**src/rtl/asel_pkg.sv**
```systemverilog
package asel_pkg;

    typedef enum logic [0:0] {
        S_IDLE = 1'b0,
        S_RUN  = 1'b1
    } asel_state_e;

    // Search direction: 1 selects the highest voltage, 0 the lowest.
    // Growing with positive current takes the weakest; shrinking takes the strongest.
    function automatic logic pick_highest(input logic grow, input logic cur_neg);
        return (grow == cur_neg);
    endfunction

endpackage

```
**src/rtl/asel_count.sv**
```systemverilog
module asel_count #(
    parameter int N_MOD = 8,
    parameter int CW    = $clog2(N_MOD + 1)
) (
    input  logic [N_MOD-1:0] cur_mask,
    input  logic [N_MOD-1:0] oos_mask,
    input  logic [CW-1:0]    req_cnt,
    output logic [CW-1:0]    tgt_cnt,
    output logic [CW-1:0]    step_mag,
    output logic             grow
);
    logic [CW-1:0] old_cnt;
    logic [CW-1:0] oos_cnt;
    logic [CW-1:0] act_cnt;

    always_comb begin
        old_cnt = '0;
        oos_cnt = '0;
        for (int i = 0; i < N_MOD; i++) begin
            old_cnt = old_cnt + CW'(cur_mask[i] & ~oos_mask[i]);
            oos_cnt = oos_cnt + CW'(oos_mask[i]);
        end
        act_cnt  = CW'(N_MOD) - oos_cnt;
        tgt_cnt  = (req_cnt > act_cnt) ? act_cnt : req_cnt;
        grow     = (tgt_cnt > old_cnt);
        step_mag = grow ? (tgt_cnt - old_cnt) : (old_cnt - tgt_cnt);
    end
endmodule

```
**src/rtl/asel_extreme.sv**
```systemverilog
module asel_extreme #(
    parameter int N_MOD = 8,
    parameter int VW    = 12,
    parameter int IW    = (N_MOD > 1) ? $clog2(N_MOD) : 1
) (
    input  logic [N_MOD-1:0][VW-1:0] volt,
    input  logic [N_MOD-1:0]         elig,
    input  logic                     find_max,
    output logic [IW-1:0]            pick_idx,
    output logic                     found
);
    logic [VW-1:0] best_v;

    // Strict comparison keeps the earliest index on equal voltages.
    always_comb begin
        found    = 1'b0;
        pick_idx = '0;
        best_v   = '0;
        for (int i = 0; i < N_MOD; i++) begin
            if (elig[i]) begin
                if (!found ||
                    ( find_max && (volt[i] > best_v)) ||
                    (!find_max && (volt[i] < best_v))) begin
                    found    = 1'b1;
                    pick_idx = IW'(i);
                    best_v   = volt[i];
                end
            end
        end
    end
endmodule

```
**src/rtl/arm_insert_selector.sv**
```systemverilog
module arm_insert_selector
    import asel_pkg::*;
#(
    parameter int N_MOD = 8,
    parameter int VW    = 12,
    localparam int CW   = $clog2(N_MOD + 1),
    localparam int IW   = (N_MOD > 1) ? $clog2(N_MOD) : 1
) (
    input  logic                 clk,
    input  logic                 rst_n,
    input  logic                 upd_stb,
    input  logic [N_MOD*VW-1:0]  volt_est,
    input  logic                 arm_cur_neg,
    input  logic [N_MOD-1:0]     ins_mask_in,
    input  logic [N_MOD-1:0]     oos_mask,
    input  logic [CW-1:0]        req_cnt,
    output logic [N_MOD-1:0]     ins_mask_out,
    output logic                 sel_done
);
    typedef struct packed {
        asel_state_e             st;
        logic [N_MOD-1:0]        work;
        logic [N_MOD-1:0][VW-1:0] volt;
        logic [N_MOD-1:0]        oos;
        logic                    neg;
        logic                    grow;
        logic [CW-1:0]           remain;
        logic [CW-1:0]           tgt;
        logic [N_MOD-1:0]        out;
        logic                    done;
    } sel_regs_t;

    sel_regs_t r_q, r_d;

    logic [N_MOD-1:0][VW-1:0] volt_in;
    logic [CW-1:0]            tgt_cnt;
    logic [CW-1:0]            step_mag;
    logic                     grow;
    logic [N_MOD-1:0]         elig;
    logic                     find_max;
    logic [IW-1:0]            pick_idx;
    logic                     found;

    assign volt_in = volt_est;

    asel_count #(.N_MOD(N_MOD), .CW(CW)) u_count (
        .cur_mask (ins_mask_in),
        .oos_mask (oos_mask),
        .req_cnt  (req_cnt),
        .tgt_cnt  (tgt_cnt),
        .step_mag (step_mag),
        .grow     (grow)
    );

    assign elig     = r_q.grow ? (~r_q.work & ~r_q.oos) : (r_q.work & ~r_q.oos);
    assign find_max = pick_highest(r_q.grow, r_q.neg);

    asel_extreme #(.N_MOD(N_MOD), .VW(VW), .IW(IW)) u_extreme (
        .volt     (r_q.volt),
        .elig     (elig),
        .find_max (find_max),
        .pick_idx (pick_idx),
        .found    (found)
    );

    always_comb begin
        r_d      = r_q;
        r_d.done = 1'b0;
        unique case (r_q.st)
            S_IDLE: begin
                if (upd_stb) begin
                    r_d.st     = S_RUN;
                    r_d.volt   = volt_in;
                    r_d.oos    = oos_mask;
                    r_d.neg    = arm_cur_neg;
                    r_d.work   = ins_mask_in & ~oos_mask;
                    r_d.grow   = grow;
                    r_d.remain = step_mag;
                    r_d.tgt    = tgt_cnt;
                end
            end
            S_RUN: begin
                if (r_q.remain == '0) begin
                    r_d.out  = r_q.work;
                    r_d.done = 1'b1;
                    r_d.st   = S_IDLE;
                end else if (found) begin
                    r_d.work[pick_idx] = ~r_q.work[pick_idx];
                    r_d.remain         = r_q.remain - 1'b1;
                end
            end
            default: r_d.st = S_IDLE;
        endcase
    end

    always_ff @(posedge clk or negedge rst_n) begin
        if (!rst_n) begin
            r_q <= '0;
        end else begin
            r_q <= r_d;
        end
    end

    assign ins_mask_out = r_q.out;
    assign sel_done     = r_q.done;

    // the completion pulse lasts one cycle
    p_done_single_r1: assert property (@(posedge clk) disable iff (!rst_n)
        sel_done |=> !sel_done);

    // each pass consumes exactly one pick
    p_remain_step_r1: assert property (@(posedge clk) disable iff (!rst_n)
        (r_q.st == S_RUN && r_q.remain != '0) |=> (r_q.remain == $past(r_q.remain) - 1'b1));

    // the search always lands on an eligible module while picks remain
    p_pick_legal_r8: assert property (@(posedge clk) disable iff (!rst_n)
        (r_q.st == S_RUN && r_q.remain != '0) |-> (found && elig[pick_idx]));

    // out-of-service modules never appear inserted
    p_oos_bypassed_r8: assert property (@(posedge clk) disable iff (!rst_n)
        sel_done |-> ((ins_mask_out & r_q.oos) == '0));

    // the output population matches the clamped target
    p_count_match_r9: assert property (@(posedge clk) disable iff (!rst_n)
        sel_done |-> ($countones(ins_mask_out) == int'(r_q.tgt)));

    // the output mask only moves together with the done pulse
    p_mask_hold_r10: assert property (@(posedge clk) disable iff (!rst_n)
        !sel_done |=> (!sel_done || 1'b1) && ($changed(ins_mask_out) -> sel_done));
endmodule

```
**config.mk**
```make
export PLATFORM = sky130hd
export DESIGN_NAME = arm_insert_selector
export DESIGN_NICKNAME = d
export VERILOG_FILES = /design/src/rtl/asel_pkg.sv /design/src/rtl/asel_count.sv /design/src/rtl/asel_extreme.sv /design/src/rtl/arm_insert_selector.sv
export SDC_FILE = /design/constraint.sdc
export NUM_CORES = 1
export LEC_CHECK = 0
export CORE_MARGIN = 2
export CORE_UTILIZATION = 60
export DETAILED_ROUTE_END_ITERATION = 8
export DONT_BUFFER_PORTS = 1
export PLACE_DENSITY = 0.76
export SLEW_MARGIN = 10
export SYNTH_ARGS = -nofsm -noshare
export SYNTH_HDL_FRONTEND = slang
export SYNTH_SLANG_ARGS = --single-unit
export TNS_END_PERCENT = 5
```
**constraint.sdc**
```tcl
create_clock -name clk -period 26.9 [get_ports clk]
set_input_delay 2.69 -clock clk [delete_from_list [all_inputs] [get_ports clk]]
set_output_delay 2.69 -clock clk [all_outputs]
set_load 0.01 [all_outputs]
```
==> results.cfg <==
[drt]
drt_iter0_markers = 759
routed_via_density = 6.06
post_drt_wl_per_cell_um = 18.4
drt_drc_violations_left = 0
ant_nets = 0
num_vias = 7861
drtPass1Iterations = 5
wl_um = 23900

[sta]
rsz0062_at_grt = no
skew_ns = 0.0111
fin_hold_ws_ns = 0.467
setup_tns_ns = 0
final_hold_viol_count = 0
worst-slew-pin-transition_ns = 1.05
max_freq_ghz = 0.0519
fin_crit_ns = 19.27
period_share = 0.716
timing.slew.headroom = 0.296
final-setup-viol-count = 0
final_max_slew_viol_count = 0

[finish]
layout_commonest_cell = nand2_1
final_cell_mix = nand2_1, dfrtp_1, ha_1
area_growth_pct = 7.25
post_route_cells_drive_above_1_share = 0.0712
nets = 1334
final_cells = 1298
num_antenna_cells = 0
fillers = 1302

[clock_tree]
cts.reportedPaths.clkPinSlew_ns = 0.06
cts_htree_levels = 4
cts_buffer_depth = 2
ctsResizeCount = 0
cts_tree = built
hold_buffers = 0
cts_sinks = 128
post_cts_buffers = 0
cts_root_buf = clkbuf_16
cts_buffers = 17
clock_latency_ns = 0.44

[logic_synthesis]
synthAdderAreaFrac = 0.164
synth_top_family_by_area = simple AND/OR/NAND/NOR gates
netlist_area_um2 = 9320
synth_cells = 1125
synthMuxAreaShare = 0.0365
synth_cell_types = 69
synth-async-reset-ratio = 1.00
avgSynthCellArea_um2 = 8.29
syn_nets = 1362
yosysSeqAreaShare = 0.344
synth_compound_area_frac = 0.159
synth_simple_gate_area_share = 0.233
synthFlopType = dfrtp_1
synthXorXnorAreaFrac = 0.0132
ys_seq_elements = 128
synth_edf_count = 0
yosys_warnings = 0

[grt]
grtUsageTotal = 0.298
grt_pass1_vias = 7436
overflow = 0
antenna_found_initial = 0
grt_start_max_net_pins = 129
grt_pass1_wl_um = 38400

[placement]
dp.cells = 1266
port-buffer-count = 0
gp_congestion = 0.899
hpwl_um = 17900

[status]
status = completed

[floorplanning]
coreArea_um2 = 15200
die-width_um = 129
start_util = 0.613
io_pins = 129
dieHeight_um = 129
dieArea_um2 = 16600
rows = 45

[setup_path]
slowest_delay_ns = 0.94
critPathKind = flip-flop to flip-flop
cp_common_cell = ha_1
critPathRequiredTime_ns = 27.21
crit_fanout = 27
start_kind = flip-flop
critical_path.endpoint_type = flip-flop
cpMaxStageDelayCell = a311oi_4
critical_path.reg2reg.startpoint = r_q[17]$_DFFE_PN0P_
critPathArrivalTime_ns = 19.59
cp-startpoint = r_q[17]$_DFFE_PN0P_

[hold_path]
min_from = r_q[27]$_DFFE_PN0P_
hp-class = flip-flop to flip-flop

[run]
cap_violations = 0
[final timing paths]
kind | endpoint | slack, ns | depth (start not counted)
max in group asynchronous | r_q[16]$_DFFE_PN0P_ | 24.73 | 0
setup reg to reg | r_q[124]$_DFFE_PN0P_ | 7.63 | 62
setup / recovery | r_q[124]$_DFFE_PN0P_ | 7.63 | 62
hold / removal | r_q[27]$_DFFE_PN0P_ | 0.47 | 2
min in group asynchronous | r_q[46]$_DFFE_PN0P_ | 1.95 | 0
hold reg to reg | r_q[27]$_DFFE_PN0P_ | 0.47 | 2
[registers in the layout, summed over array words and instances, names as in the netlist]
| register | cells |
|---|---|
| sel_done | 1 |
| r_q | 119 |
| ins_mask_out | 8 |
[cell type report]
type                       instances  area [um^2]  share of cell area
multi-input combinational        884         5660               0.566
clock buffer                      17          425              0.0425
sequential                       128         3200               0.320
timing repair buffer               5         37.5             0.00375
tap                              188          235              0.0235
clock inverter                    15          206              0.0206
inverter                          61          229              0.0229
[synthesized netlist by cell type (4+ instances only)]
master / count / area [um^2]
o31ai_1: 13 / 97.6
buf_2: 4 / 20.0
a31oi_1: 27 / 169
nor2b_1: 15 / 93.8
or3_1: 5 / 31.3
buf_4: 8 / 60.1
nand2b_1: 25 / 156
inv_1: 61 / 229
o21ai_0: 49 / 245
or2b_1: 5 / 37.5
mux2i_1: 7 / 70.1
a21o_1: 12 / 90.1
buf_1: 4 / 15.0
a21oi_1: 49 / 245
mux2_2: 24 / 270
a211oi_1: 7 / 52.6
nor3_1: 6 / 30.0
xnor2_1: 10 / 87.6
nand2_1: 322 / 1210
and2_1: 15 / 93.8
nand4_1: 15 / 93.8
ha_1: 108 / 1350
a22o_1: 11 / 96.3
or2_2: 4 / 25.0
o211ai_1: 6 / 45.0
dfrtp_1: 128 / 3200
xor2_1: 4 / 35.0
nor2_1: 69 / 259
o21a_1: 6 / 45.0
a221o_1: 4 / 40.0
fa_1: 9 / 180
nand3_1: 6 / 30.0
clkbuf_1: 34 / 128
o22ai_1: 6 / 37.5
[metrics by stage]
stage	utilization	cell area (um^2)	setup slack [ns]
after floorplan	-	9320	10.88
after global placement	0.616	9370	8.31
after detailed placement	0.616	9370	7.88
after CTS	0.658	10000	7.81
after global routing	0.658	10000	6.03
final	0.658	10000	7.63
[critical path, delay by kind of cell, from the launching register on]
family / cells / cell delay, ns
AO/OA/AOI/OAI: 30 / 9.08
XOR/XNOR: 1 / 0.15
adder cells (fa/ha/maj): 7 / 2.15
buffers and inverters: 1 / 0.29
flip-flops: 1 / 0.81
multiplexers: 3 / 1.39
AND/OR/NAND/NOR: 20 / 5.27
[cells by family (layout without fill, tap and decap cells)]
family | count (synthesis) | after routing
XOR/XNOR | 14 | 14
multiplexers | 31 | 31
AND/OR/NAND/NOR | 502 | 502
buffers and inverters | 113 | 98
adder cells (fa/ha/maj) | 117 | 117
AO/OA/AOI/OAI | 220 | 220
flip-flops | 128 | 128
[routing by layer]
metal / global-route usage / wire [um]
met5: 0 / 0
met4: 0.0729 / 318
met3: 0.0636 / 1640
met2: 0.453 / 10800
met1: 0.437 / 11200
Power is not shown: default switching activity piles up to over one toggle a cycle in this logic, so the estimate is an artifact.
